[src/rtl/flash_status_pkg.sv]
package flash_status_pkg;

  typedef enum logic [2:0] {
    OP_NONE       = 3'd0,
    OP_SECT_ERASE = 3'd1,
    OP_CHIP_ERASE = 3'd2,
    OP_SUSPEND    = 3'd3,
    OP_RESUME     = 3'd4,
    OP_PROGRAM    = 3'd5,
    OP_RESET      = 3'd6
  } opcode_e;

  typedef enum logic [2:0] {
    ST_IDLE,
    ST_WAIT,
    ST_ERASING,
    ST_SUSP,
    ST_PGM,
    ST_SPGM
  } mode_e;

  // strobes from control to datapath
  typedef struct packed {
    logic addSector;
    logic fillMask;
    logic clearMask;
    logic restartTimer;
    logic stepTimer;
    logic clearErase;
    logic stepErase;
    logic startPgm;
    logic stepPgm;
    logic setFail;
    logic clearFail;
    logic clearToggles;
    logic flip6;
    logic flip2;
  } ctl_strobes_t;

  localparam int POS_TOG6 = 6;
  localparam int POS_FAIL = 5;
  localparam int POS_DQ3  = 3;
  localparam int POS_TOG2 = 2;

endpackage

[src/rtl/fs_datapath.sv]
module fs_datapath
  import flash_status_pkg::*;
#(
  parameter int NUM_SECTORS = 8,
  parameter int DATA_W      = 8,
  parameter int TIMEOUT_CYC = 12,
  parameter int ERASE_CYC   = 30,
  parameter int PGM_CYC     = 5,
  parameter int PULSE_LIMIT = 40
) (
  input  logic                           clk,
  input  logic                           rstN,
  input  ctl_strobes_t                   strobes,
  input  logic [$clog2(NUM_SECTORS)-1:0] cmdSector,
  input  logic [DATA_W-1:0]              pgmNew,
  input  logic [DATA_W-1:0]              pgmOld,
  input  logic [$clog2(NUM_SECTORS)-1:0] rdSector,
  input  logic [DATA_W-1:0]              arrayData,
  input  logic                           showStatus,
  input  logic                           dq3Bit,
  output logic                           timerDone,
  output logic                           eraseDone,
  output logic                           pgmDone,
  output logic                           pgmLimit,
  output logic                           failed,
  output logic                           maskAny,
  output logic                           sectorHit,
  output logic [DATA_W-1:0]              dataOut
);

  localparam int SW = $clog2(NUM_SECTORS);
  localparam int TW = $clog2(TIMEOUT_CYC + 1);
  localparam int EW = $clog2(ERASE_CYC + 1);
  localparam int PW = $clog2(PULSE_LIMIT + 1);

  logic [NUM_SECTORS-1:0] eraseMask;
  logic [TW-1:0]          windowCnt;
  logic [EW-1:0]          eraseCnt;
  logic [PW-1:0]          pulseCnt;
  logic                   badPgm;
  logic                   tog6;
  logic                   tog2;
  logic [DATA_W-1:0]      statusWord;

  // one selection flop per sector
  for (genvar i = 0; i < NUM_SECTORS; i++) begin : g_sector
    always_ff @(posedge clk or negedge rstN) begin
      if (!rstN)                    eraseMask[i] <= 1'b0;
      else if (strobes.clearMask)   eraseMask[i] <= 1'b0;
      else if (strobes.fillMask)    eraseMask[i] <= 1'b1;
      else if (strobes.addSector && cmdSector == SW'(i))
                                    eraseMask[i] <= 1'b1;
    end
  end

  always_ff @(posedge clk or negedge rstN) begin
    if (!rstN)                     windowCnt <= '0;
    else if (strobes.restartTimer) windowCnt <= '0;
    else if (strobes.stepTimer)    windowCnt <= windowCnt + 1'b1;
  end

  always_ff @(posedge clk or negedge rstN) begin
    if (!rstN)                   eraseCnt <= '0;
    else if (strobes.clearErase) eraseCnt <= '0;
    else if (strobes.stepErase)  eraseCnt <= eraseCnt + 1'b1;
  end

  always_ff @(posedge clk or negedge rstN) begin
    if (!rstN) begin
      pulseCnt <= '0;
      badPgm   <= 1'b0;
      failed   <= 1'b0;
    end else if (strobes.startPgm) begin
      pulseCnt <= '0;
      badPgm   <= |(pgmNew & ~pgmOld);
      failed   <= 1'b0;
    end else begin
      if (strobes.stepPgm)   pulseCnt <= pulseCnt + 1'b1;
      if (strobes.setFail)   failed   <= 1'b1;
      if (strobes.clearFail) failed   <= 1'b0;
    end
  end

  always_ff @(posedge clk or negedge rstN) begin
    if (!rstN) begin
      tog6 <= 1'b0;
      tog2 <= 1'b0;
    end else if (strobes.clearToggles) begin
      tog6 <= 1'b0;
      tog2 <= 1'b0;
    end else begin
      if (strobes.flip6) tog6 <= ~tog6;
      if (strobes.flip2) tog2 <= ~tog2;
    end
  end

  assign timerDone = windowCnt == TW'(TIMEOUT_CYC - 1);
  assign eraseDone = eraseCnt == EW'(ERASE_CYC - 1);
  assign pgmDone   = !badPgm && pulseCnt == PW'(PGM_CYC - 1);
  assign pgmLimit  = badPgm && pulseCnt == PW'(PULSE_LIMIT - 1);
  assign maskAny   = |eraseMask;
  assign sectorHit = eraseMask[rdSector];

  always_comb begin
    statusWord           = '0;
    statusWord[POS_TOG6] = tog6;
    statusWord[POS_FAIL] = failed;
    statusWord[POS_DQ3]  = dq3Bit;
    statusWord[POS_TOG2] = tog2;
  end

  assign dataOut = showStatus ? statusWord : arrayData;

  AST_WINDOW_BOUND: assert property (@(posedge clk) disable iff (!rstN)
    windowCnt <= TW'(TIMEOUT_CYC - 1));
  AST_PULSE_BOUND: assert property (@(posedge clk) disable iff (!rstN)
    pulseCnt <= PW'(PULSE_LIMIT - 1));
  AST_FAIL_STICKY: assert property (@(posedge clk) disable iff (!rstN)
    failed && !strobes.clearFail && !strobes.startPgm |=> failed);

endmodule

[src/rtl/fs_control.sv]
module fs_control
  import flash_status_pkg::*;
(
  input  logic         clk,
  input  logic         rstN,
  input  logic         cmdValid,
  input  logic [2:0]   cmdCode,
  input  logic         ceN,
  input  logic         oeN,
  input  logic         timerDone,
  input  logic         eraseDone,
  input  logic         pgmDone,
  input  logic         pgmLimit,
  input  logic         failed,
  input  logic         maskAny,
  input  logic         sectorHit,
  output ctl_strobes_t strobes,
  output logic         showStatus,
  output logic         dq3Bit
);

  mode_e state;
  mode_e nextState;
  mode_e retState;
  logic  selNow;
  logic  selPrev;
  logic  readStart;
  logic  isSE, isCE, isSusp, isRes, isPgm, isRst;

  assign selNow    = !ceN && !oeN;
  assign readStart = selNow && !selPrev;

  assign isSE   = cmdValid && cmdCode == OP_SECT_ERASE;
  assign isCE   = cmdValid && cmdCode == OP_CHIP_ERASE;
  assign isSusp = cmdValid && cmdCode == OP_SUSPEND;
  assign isRes  = cmdValid && cmdCode == OP_RESUME;
  assign isPgm  = cmdValid && cmdCode == OP_PROGRAM;
  assign isRst  = cmdValid && cmdCode == OP_RESET;

  always_ff @(posedge clk or negedge rstN) begin
    if (!rstN) begin
      state   <= ST_IDLE;
      selPrev <= 1'b0;
    end else begin
      state   <= nextState;
      selPrev <= selNow;
    end
  end

  assign retState = (state == ST_SPGM) ? ST_SUSP : ST_IDLE;

  always_comb begin
    strobes   = '0;
    nextState = state;
    case (state)
      ST_IDLE: begin
        if (isSE) begin
          strobes.addSector    = 1'b1;
          strobes.restartTimer = 1'b1;
          strobes.clearErase   = 1'b1;
          strobes.clearToggles = 1'b1;
          nextState            = ST_WAIT;
        end else if (isCE) begin
          strobes.fillMask     = 1'b1;
          strobes.clearErase   = 1'b1;
          strobes.clearToggles = 1'b1;
          nextState            = ST_ERASING;
        end else if (isPgm) begin
          strobes.startPgm     = 1'b1;
          strobes.clearToggles = 1'b1;
          nextState            = ST_PGM;
        end
      end
      ST_WAIT: begin
        if (isSE) begin
          strobes.addSector    = 1'b1;
          strobes.restartTimer = 1'b1;
        end else if (isSusp) begin
          nextState = ST_SUSP;
        end else if (isRst) begin
          strobes.clearMask = 1'b1;
          nextState         = ST_IDLE;
        end else if (timerDone) begin
          nextState = ST_ERASING;
        end else begin
          strobes.stepTimer = 1'b1;
        end
      end
      ST_ERASING: begin
        if (eraseDone) begin
          strobes.clearMask = 1'b1;
          nextState         = ST_IDLE;
        end else if (isSusp) begin
          nextState = ST_SUSP;
        end else begin
          strobes.stepErase = 1'b1;
        end
      end
      ST_SUSP: begin
        if (isRes) begin
          nextState = ST_ERASING;
        end else if (isPgm) begin
          strobes.startPgm     = 1'b1;
          strobes.clearToggles = 1'b1;
          nextState            = ST_SPGM;
        end
      end
      ST_PGM, ST_SPGM: begin
        if (failed) begin
          if (isRst) begin
            strobes.clearFail = 1'b1;
            nextState         = retState;
          end
        end else if (pgmDone) begin
          nextState = retState;
        end else if (pgmLimit) begin
          strobes.setFail = 1'b1;
        end else begin
          strobes.stepPgm = 1'b1;
        end
      end
      default: nextState = ST_IDLE;
    endcase

    strobes.flip6 = readStart && (state == ST_WAIT || state == ST_ERASING ||
                                  state == ST_PGM  || state == ST_SPGM);
    strobes.flip2 = readStart && sectorHit &&
                    (state == ST_WAIT || state == ST_ERASING || state == ST_SUSP);
  end

  assign showStatus = (state == ST_WAIT) || (state == ST_ERASING) ||
                      (state == ST_PGM)  || (state == ST_SPGM) ||
                      (state == ST_SUSP && sectorHit);
  assign dq3Bit     = (state == ST_ERASING) || (state == ST_SUSP);

  AST_ERASE_LOCK: assert property (@(posedge clk) disable iff (!rstN)
    state == ST_ERASING && !eraseDone && !isSusp |=> state == ST_ERASING);
  AST_WINDOW_HOLD: assert property (@(posedge clk) disable iff (!rstN)
    state == ST_WAIT && !cmdValid && !timerDone |=> state == ST_WAIT);
  AST_IDLE_EMPTY: assert property (@(posedge clk) disable iff (!rstN)
    state == ST_IDLE |-> !maskAny);
  AST_ERASE_MASK: assert property (@(posedge clk) disable iff (!rstN)
    (state == ST_WAIT || state == ST_ERASING || state == ST_SUSP) |-> maskAny);

endmodule

[src/rtl/flash_op_status.sv]
module flash_op_status
  import flash_status_pkg::*;
#(
  parameter int NUM_SECTORS = 8,
  parameter int DATA_W      = 8,
  parameter int TIMEOUT_CYC = 12,
  parameter int ERASE_CYC   = 30,
  parameter int PGM_CYC     = 5,
  parameter int PULSE_LIMIT = 40
) (
  input  logic                           clk,
  input  logic                           rstN,
  input  logic                           cmdValid,
  input  logic [2:0]                     cmdCode,
  input  logic [$clog2(NUM_SECTORS)-1:0] cmdSector,
  input  logic [DATA_W-1:0]              pgmNew,
  input  logic [DATA_W-1:0]              pgmOld,
  input  logic                           ceN,
  input  logic                           oeN,
  input  logic [$clog2(NUM_SECTORS)-1:0] rdSector,
  input  logic [DATA_W-1:0]              arrayData,
  output logic [DATA_W-1:0]              dataOut
);

  ctl_strobes_t strobes;
  logic timerDone, eraseDone, pgmDone, pgmLimit, failed, maskAny, sectorHit;
  logic showStatus, dq3Bit;

  fs_control u_control (
    .clk        (clk),
    .rstN       (rstN),
    .cmdValid   (cmdValid),
    .cmdCode    (cmdCode),
    .ceN        (ceN),
    .oeN        (oeN),
    .timerDone  (timerDone),
    .eraseDone  (eraseDone),
    .pgmDone    (pgmDone),
    .pgmLimit   (pgmLimit),
    .failed     (failed),
    .maskAny    (maskAny),
    .sectorHit  (sectorHit),
    .strobes    (strobes),
    .showStatus (showStatus),
    .dq3Bit     (dq3Bit)
  );

  fs_datapath #(
    .NUM_SECTORS (NUM_SECTORS),
    .DATA_W      (DATA_W),
    .TIMEOUT_CYC (TIMEOUT_CYC),
    .ERASE_CYC   (ERASE_CYC),
    .PGM_CYC     (PGM_CYC),
    .PULSE_LIMIT (PULSE_LIMIT)
  ) u_datapath (
    .clk        (clk),
    .rstN       (rstN),
    .strobes    (strobes),
    .cmdSector  (cmdSector),
    .pgmNew     (pgmNew),
    .pgmOld     (pgmOld),
    .rdSector   (rdSector),
    .arrayData  (arrayData),
    .showStatus (showStatus),
    .dq3Bit     (dq3Bit),
    .timerDone  (timerDone),
    .eraseDone  (eraseDone),
    .pgmDone    (pgmDone),
    .pgmLimit   (pgmLimit),
    .failed     (failed),
    .maskAny    (maskAny),
    .sectorHit  (sectorHit),
    .dataOut    (dataOut)
  );

endmodule

[config.mk]
export PLATFORM = sky130hd
export DESIGN_NAME = flash_op_status
export DESIGN_NICKNAME = d
export VERILOG_FILES = /design/src/rtl/flash_status_pkg.sv /design/src/rtl/fs_datapath.sv /design/src/rtl/fs_control.sv /design/src/rtl/flash_op_status.sv
export SDC_FILE = /design/constraint.sdc
export NUM_CORES = 1
export LEC_CHECK = 0
export BUFFER_PORTS_ARGS = -buffer_cell sky130_fd_sc_hd__buf_2
export CORE_MARGIN = 5
export CORE_UTILIZATION = 50
export DETAILED_ROUTE_END_ITERATION = 16
export PLACE_DENSITY_LB_ADDON = 0.12
export SYNTH_ARGS = -nofsm -noshare
export SYNTH_HDL_FRONTEND = slang
export SYNTH_SLANG_ARGS = --single-unit
[constraint.sdc]
create_clock -name clk -period 2.1 [get_ports clk]
set_input_delay 0.105 -clock clk [delete_from_list [all_inputs] [get_ports clk]]
set_output_delay 0.105 -clock clk [all_outputs]
set_load 0.01 [all_outputs]
# [Yosys cells after proc, flatten, opt, wreduce, memory -nomap -nowiden]
# Cells that the tools add are included.
[op_classes] n_addsub=3 n_lt_le_gt_ge=1 n_eq_ne=29 muxes=90 bitwise=4 n_reduce_logical=52
[op_table] cell="$mux W1" n=60
[op_table] cell="$mux W3" n=15
[op_table] cell="$eq A3 B3 Y1 const B" n=9
[op_table] cell="$reduce_bool A3 Y1" n=9
[op_table] cell="$logic_and A1 B1 Y1" n=22
[op_table] cell="$eq A3 B2 Y1 const B" n=6
[op_table] cell="$pmux W3 S5" n=1
[op_table] cell="$mux W6" n=2
[op_table] cell="$mux W5" n=2
[op_table] cell="$reduce_bool A2 Y1" n=5
[op_table] cell="$eq A3 B1 Y1 const B" n=3
[op_table] cell="$and A8 B8 Y8" n=1
[op_table] cell="$mux W4" n=2
[op_table] cell="$mux W8" n=1
[op_table] cell="$not A8 Y8" n=1
[op_table] cell="$reduce_or A8 Y1" n=1
[op_table] cell="$reduce_and A7 Y1" n=1
[op_table] cell="$add A6 B1 Y6 const B" n=1
[op_table] cell="$eq A6 B3 Y1 const B" n=1
[op_table] cell="$eq A6 B6 Y1 const B" n=1
[op_table] cell="$logic_not A3 Y1" n=2
[op_table] cell="$logic_or A1 B1 Y1" n=6
[op_table] cell="$mux W2" n=3
[op_table] cell="$ne A3 B2 Y1 const B" n=2
[op_table] cell="other kinds (15)" n=22
[totals] register_bits=31 input_bits=38

# [Longest topological paths before layout]
[logic_depth] word_depth=9 mapped_depth=7

# [Modules after synthesis]
# A second synthesis with hierarchy kept.
[hier_totals] hier_cells=224 hier_area_um2=2088.3
[by_module_without_submodules] module="fs_datapath" instances=1 cells_per_inst=139 area_each_um2=1430.1 seq_area_each_um2=675.6
[by_module_without_submodules] module="fs_control" instances=1 cells_per_inst=85 area_each_um2=658.1 seq_area_each_um2=100.1

# [Worst setup path before layout]
# Ideal clock, no wire load.
[synth_path] path_kind="register to register" start="register u_control.state[1]" end="register u_control.state[0]" arrival_time_ps=1562 required_ps=1975 path_slack_ps=413 stages_incl_launch_ff=6 n_path_buf=0 synth_period_minus_slack_ps=1687 cell_sequence="dfrtp_1 o41ai_2 nor2_1 o31a_1 o211ai_2 mux2_4"
[synth_via] elab_chain_len=5 elab_cells_between_ends=20 cone_classes="eq/ne (12); mux (5); reduce/logical (3)"
[synth_rtl] item="start: declaration" line_no="fs_control.sv:22" source="mode_e state;"
[synth_rtl] item="start signal: assignment" line_no="fs_control.sv:45" source="state <= nextState;"
[synth_rtl] item="$eq A3 B3 Y1" line_no="fs_control.sv:50, fs_control.sv:55"
[synth_rtl] item="$mux W2" line_no="fs_control.sv:50" source="assign retState = (state == ST_SPGM) ? ST_SUSP : ST_IDLE;"
[synth_rtl] item="$mux W3 (on tied branches)" line_no="fs_control.sv:114, fs_control.sv:110"
[synth_rtl] item="$mux W3" line_no="fs_control.sv:109" source="if (failed) begin"
[synth_rtl] item="$pmux W3 S5" line_no="fs_control.sv:55" source="case (state)"
# Several ways; a longest one is shown, not always the timed one. The select of a mux whose other input is x is not followed.
# A chain may end at the register's enable or synchronous reset.

# [Final worst setup path]
[layout_path] start="register u_datapath.eraseMask[3]" end="output port dataOut[6]"
[layout_via] elab_chain_len=5
[layout_rtl] item="start: declaration" line_no="fs_datapath.sv:36" source="logic [NUM_SECTORS-1:0] eraseMask;"
[layout_rtl] item="start signal: indexed assignment" line_no="fs_datapath.sv:48" source="if (!rstN) eraseMask[i] <= 1'b0;"
[layout_rtl] item="start signal: indexed assignment" line_no="fs_datapath.sv:49" source="else if (strobes.clearMask) eraseMask[i] <= 1'b0;"
[layout_rtl] item="start signal: indexed assignment" line_no="fs_datapath.sv:50" source="else if (strobes.fillMask) eraseMask[i] <= 1'b1;"
[layout_rtl] item="$bmux W1 S3" line_no="fs_datapath.sv:102" source="assign sectorHit = eraseMask[rdSector];"
[layout_rtl] item="$mux W1 (not written as such)" line_no="fs_datapath.sv:102"
[layout_rtl] item="$logic_and A1 B1 Y1" line_no="fs_control.sv:133" source="(state == ST_SUSP && sectorHit);"
[layout_rtl] item="$logic_or A1 B1 Y1" line_no="fs_control.sv:132" source="(state == ST_PGM) || (state == ST_SPGM) ||"
[layout_rtl] item="$mux W8" line_no="fs_datapath.sv:112" source="assign dataOut = showStatus ? statusWord : arrayData;"
[layout_rtl] item="end: declaration" line_no="flash_op_status.sv:22" source="output logic [DATA_W-1:0] dataOut"
# Every way passes these cells. The select of a mux whose other input is x is not followed.

==> out/metrics.yaml <==
routing:
  routedWlPerCell_um: 14.1
  vias_per_cell: 5.61
  vias: 2060
  drt-pass1-iter-count: 4
  drc: 0
  drtIter0Drc: 112
  antenna_left: 0
  finalWirelength_um: 5160
hold_path:
  hold_path_depth: 3
  min_from: "cmdSector[0]"
  hold_path_end: "u_datapath.eraseMask[3]"
  min_path_type: "input pin to flop"
global_route:
  grt_pass1_vias: 1881
  antenna_found_initial: 0
  grt.total_usage: 0.175
  grt_max_degree: 32
  overflow: 0
  grt_pass1_wl_um: 8880
die:
  start_util: 0.522
  core_mm2: 0.00438
  die_h_um: 77.6
  ios: 46
  num_rows: 24
  die_x_um: 77.6
  dieArea_mm2: 0.00603
yosys:
  netlist_area_mm2: 0.00229
  ys_warn_count: 0
  synth_cells: 255
  netlist_top_cells_area: "dfrtp_1, nor2_1, xnor2_1"
  ys.flop_type: "dfrtp_1"
  ys_seq_area_frac: 0.339
  syn_area_per_cell_um2: 8.97
  yosysTopAreaCellShare: 0.339
  async_flop_share: 1.00
  syn-num-nets: 298
  synth.ff_latch_count: 31
  synth-edff-count: 0
  synth_top_area_cell: "dfrtp_1"
  synth_cell_types: 54
timing:
  finalSetupViolations: 0
  fin_ws_ns: 0.0174
  min_period_ns: 2.08
  hold_viol: 0
  drv_slew: 0
  worstMarginPinSlew_ns: 0.716
  slew-limit-headroom: 0.523
  rsz0062_at_grt: "yes"
  fmax_ghz: 0.480
  fin_crit_sh: 0.992
  skew_ns: 0.00597
clock_network:
  numCtsBuffers: 5
  cts.path.max_buffers: 2
  htree_num_levels: 2
  cts_root_buf: "clkbuf_8"
  tritoncts: "yes"
  cts_num_sinks: 31
  clk_latency_ns: 0.28
  clk_pin_slew_ns: 0.06
worst_setup_path:
  critPathLaunchType: "flop"
  critical_path_class: "flop to primary output"
  endpoint_kind: "primary output"
  ff2ff_setup_slack_ns: 0.23
  r2r-end: "u_control.state[0]"
  reg2regPathDepth: 5
  rr_startpoint: "u_control.state[2]"
  arrival_ns: 1.98
  cp_data_required_time_ns: 2.00
  crit_fanout: 3
cells_and_area:
  regArea_um2: 776
  num_antenna_cells: 0
  multi_input_area_mm2: 0.00140
  final_area_mm2: 0.00277
  area_delta_synth_final_pct: 20.9
  drive_gt1_frac: 0.283
  nets: 357
  nFillCells: 396
place:
  io_buffers: 45
  dp_hpwl_um: 3860
  place_ws_ns: 0.240
  placed_area_mm2: 0.00260
  gp_congestion: 0.893
pwr:
  ir_worst_vdd_v: 0.000476
  total_power_mw: 3.35
  leakage_nw: 1.27
  power_density_mw_per_mm2: 1210
run_status:
  status: "finished clean"
run:
  max-cap-violations: 0
==> through the flow <==
| stage | TNS, ns | instances | hold slack [ns] | util |
|---|---|---|---|---|
| final | 0 | 367 | 0.131 | 0.631 |
| after global routing | -0.171 | 367 | 0.124 | 0.631 |
| after CTS | 0 | 365 | 0.116 | 0.623 |
| after detailed placement | 0 | 354 | 0.201 | 0.594 |
| after global placement | 0 | 354 | 0.202 | 0.594 |
| after floorplan | 0 | 255 | -0.191 | - |
==> worst max-delay path by stage <==
stage / from / to / cells past startpoint
finish: u_datapath.eraseMask[3] / dataOut[6] / 5
global route: u_datapath.eraseMask[3] / dataOut[6] / 5
CTS: u_datapath.eraseMask[3] / dataOut[5] / 5
detailed placement: u_control.state[2] / u_control.state[0] / 5
global placement: u_control.state[2] / u_control.state[0] / 5
floorplan: u_control.state[1] / u_control.state[0] / 5
==> cells in the final DEF (no fill, tap or decap), drive strengths merged, types with 3 or more instances in the layout <==
cell type    instances
nor3b                6
dlygate4sd3          3
nand4                6
nor3                 9
a21oi               11
nor2b                6
o22ai                6
clkbuf               8
dfrtp               31
xnor2               10
o211ai               3
ha                   5
nand2               12
o32ai                3
nand3b               3
buf                 59
nor4                 6
and2                 5
xor2                 5
a211oi               6
nand2b               7
o21ai                6
a311oi               5
and3                 3
inv                 16
nor2                41
nand3                9
==> cell families (layout without fill, tap and decap cells) <==
| family | count (synthesis) | count (layout) | synth area share |
|---|---|---|---|
| fa+ha+maj | 5 | 5 | 0.0274 |
| compound gates | 51 | 51 | 0.165 |
| simple gates | 121 | 121 | 0.309 |
| flops | 31 | 31 | 0.339 |
| mux | 6 | 6 | 0.0470 |
| xor+xnor | 15 | 15 | 0.0574 |
| buf+inv | 26 | 86 | 0.0547 |
==> critical path, stage by stage, from the launching register on <==
cell	delay, ns
dfrtp_1	0.38
mux4_2	0.51
mux2_4	0.31
o32ai_1	0.27
a211oi_1	0.08
buf_2	0.15
==> synthesized netlist by cell type, drive strengths merged (3+ instances only) <==
| library cell | count |
|---|---|
| o32ai | 3 |
| and2 | 5 |
| nor3 | 9 |
| nor4 | 6 |
| nor3b | 6 |
| buf | 10 |
| nand2 | 12 |
| nor2b | 6 |
| o211ai | 3 |
| a311oi | 5 |
| a211oi | 6 |
| nand3b | 3 |
| nor2 | 41 |
| inv | 16 |
| nand2b | 7 |
| o22ai | 6 |
| xnor2 | 10 |
| ha | 5 |
| and3 | 3 |
| xor2 | 5 |
| nand3 | 9 |
| dfrtp | 31 |
| nand4 | 6 |
| o21ai | 6 |
| a21oi | 11 |
==> registers in the layout, indices dropped and copies added, names as in the netlist <==
signal,flops
u_control.selPrev,1
u_control.state,3
u_datapath.badPgm,1
u_datapath.eraseCnt,5
u_datapath.eraseMask,8
u_datapath.failed,1
u_datapath.pulseCnt,6
u_datapath.tog2,1
u_datapath.tog6,1
u_datapath.windowCnt,4
==> power breakdown <==
part           total (mW)  internal, mW  switching (mW)
Clock               0.518         0.299           0.219
Combinational        1.68         0.817           0.860
Sequential           1.15         0.865           0.289
==> layer usage <==
layer,share of wire,routed length [um],vias to the layer above,GRT usage
met3,0.082,423,4,0.0567
li1,-,-,1042,-
met2,0.42,2180,63,0.244
met4,0.0085,44,0,0.0412
met5,0,0,-,0
met1,0.49,2520,951,0.262
==> area by class of cell <==
cell class,count,area share
clock buffer,8,0.0362
sequential,31,0.281
multi-input combinational,198,0.508
timing repair buffer,62,0.130
tap,52,0.0235
inverter,16,0.0217
==> timing repair <==
| item | 4_1_cts | 5_1_grt |
|---|---|---|
| setup endpoints to repair | 0 | 7 |
| hold buffers | 3 | 0 |
| buffers inserted | 0 | 2 |
| hold endpoints to repair | 32 | 0 |
| resized for setup | 0 | 3 |
Note: power is estimated with default switching activity, not from simulation.
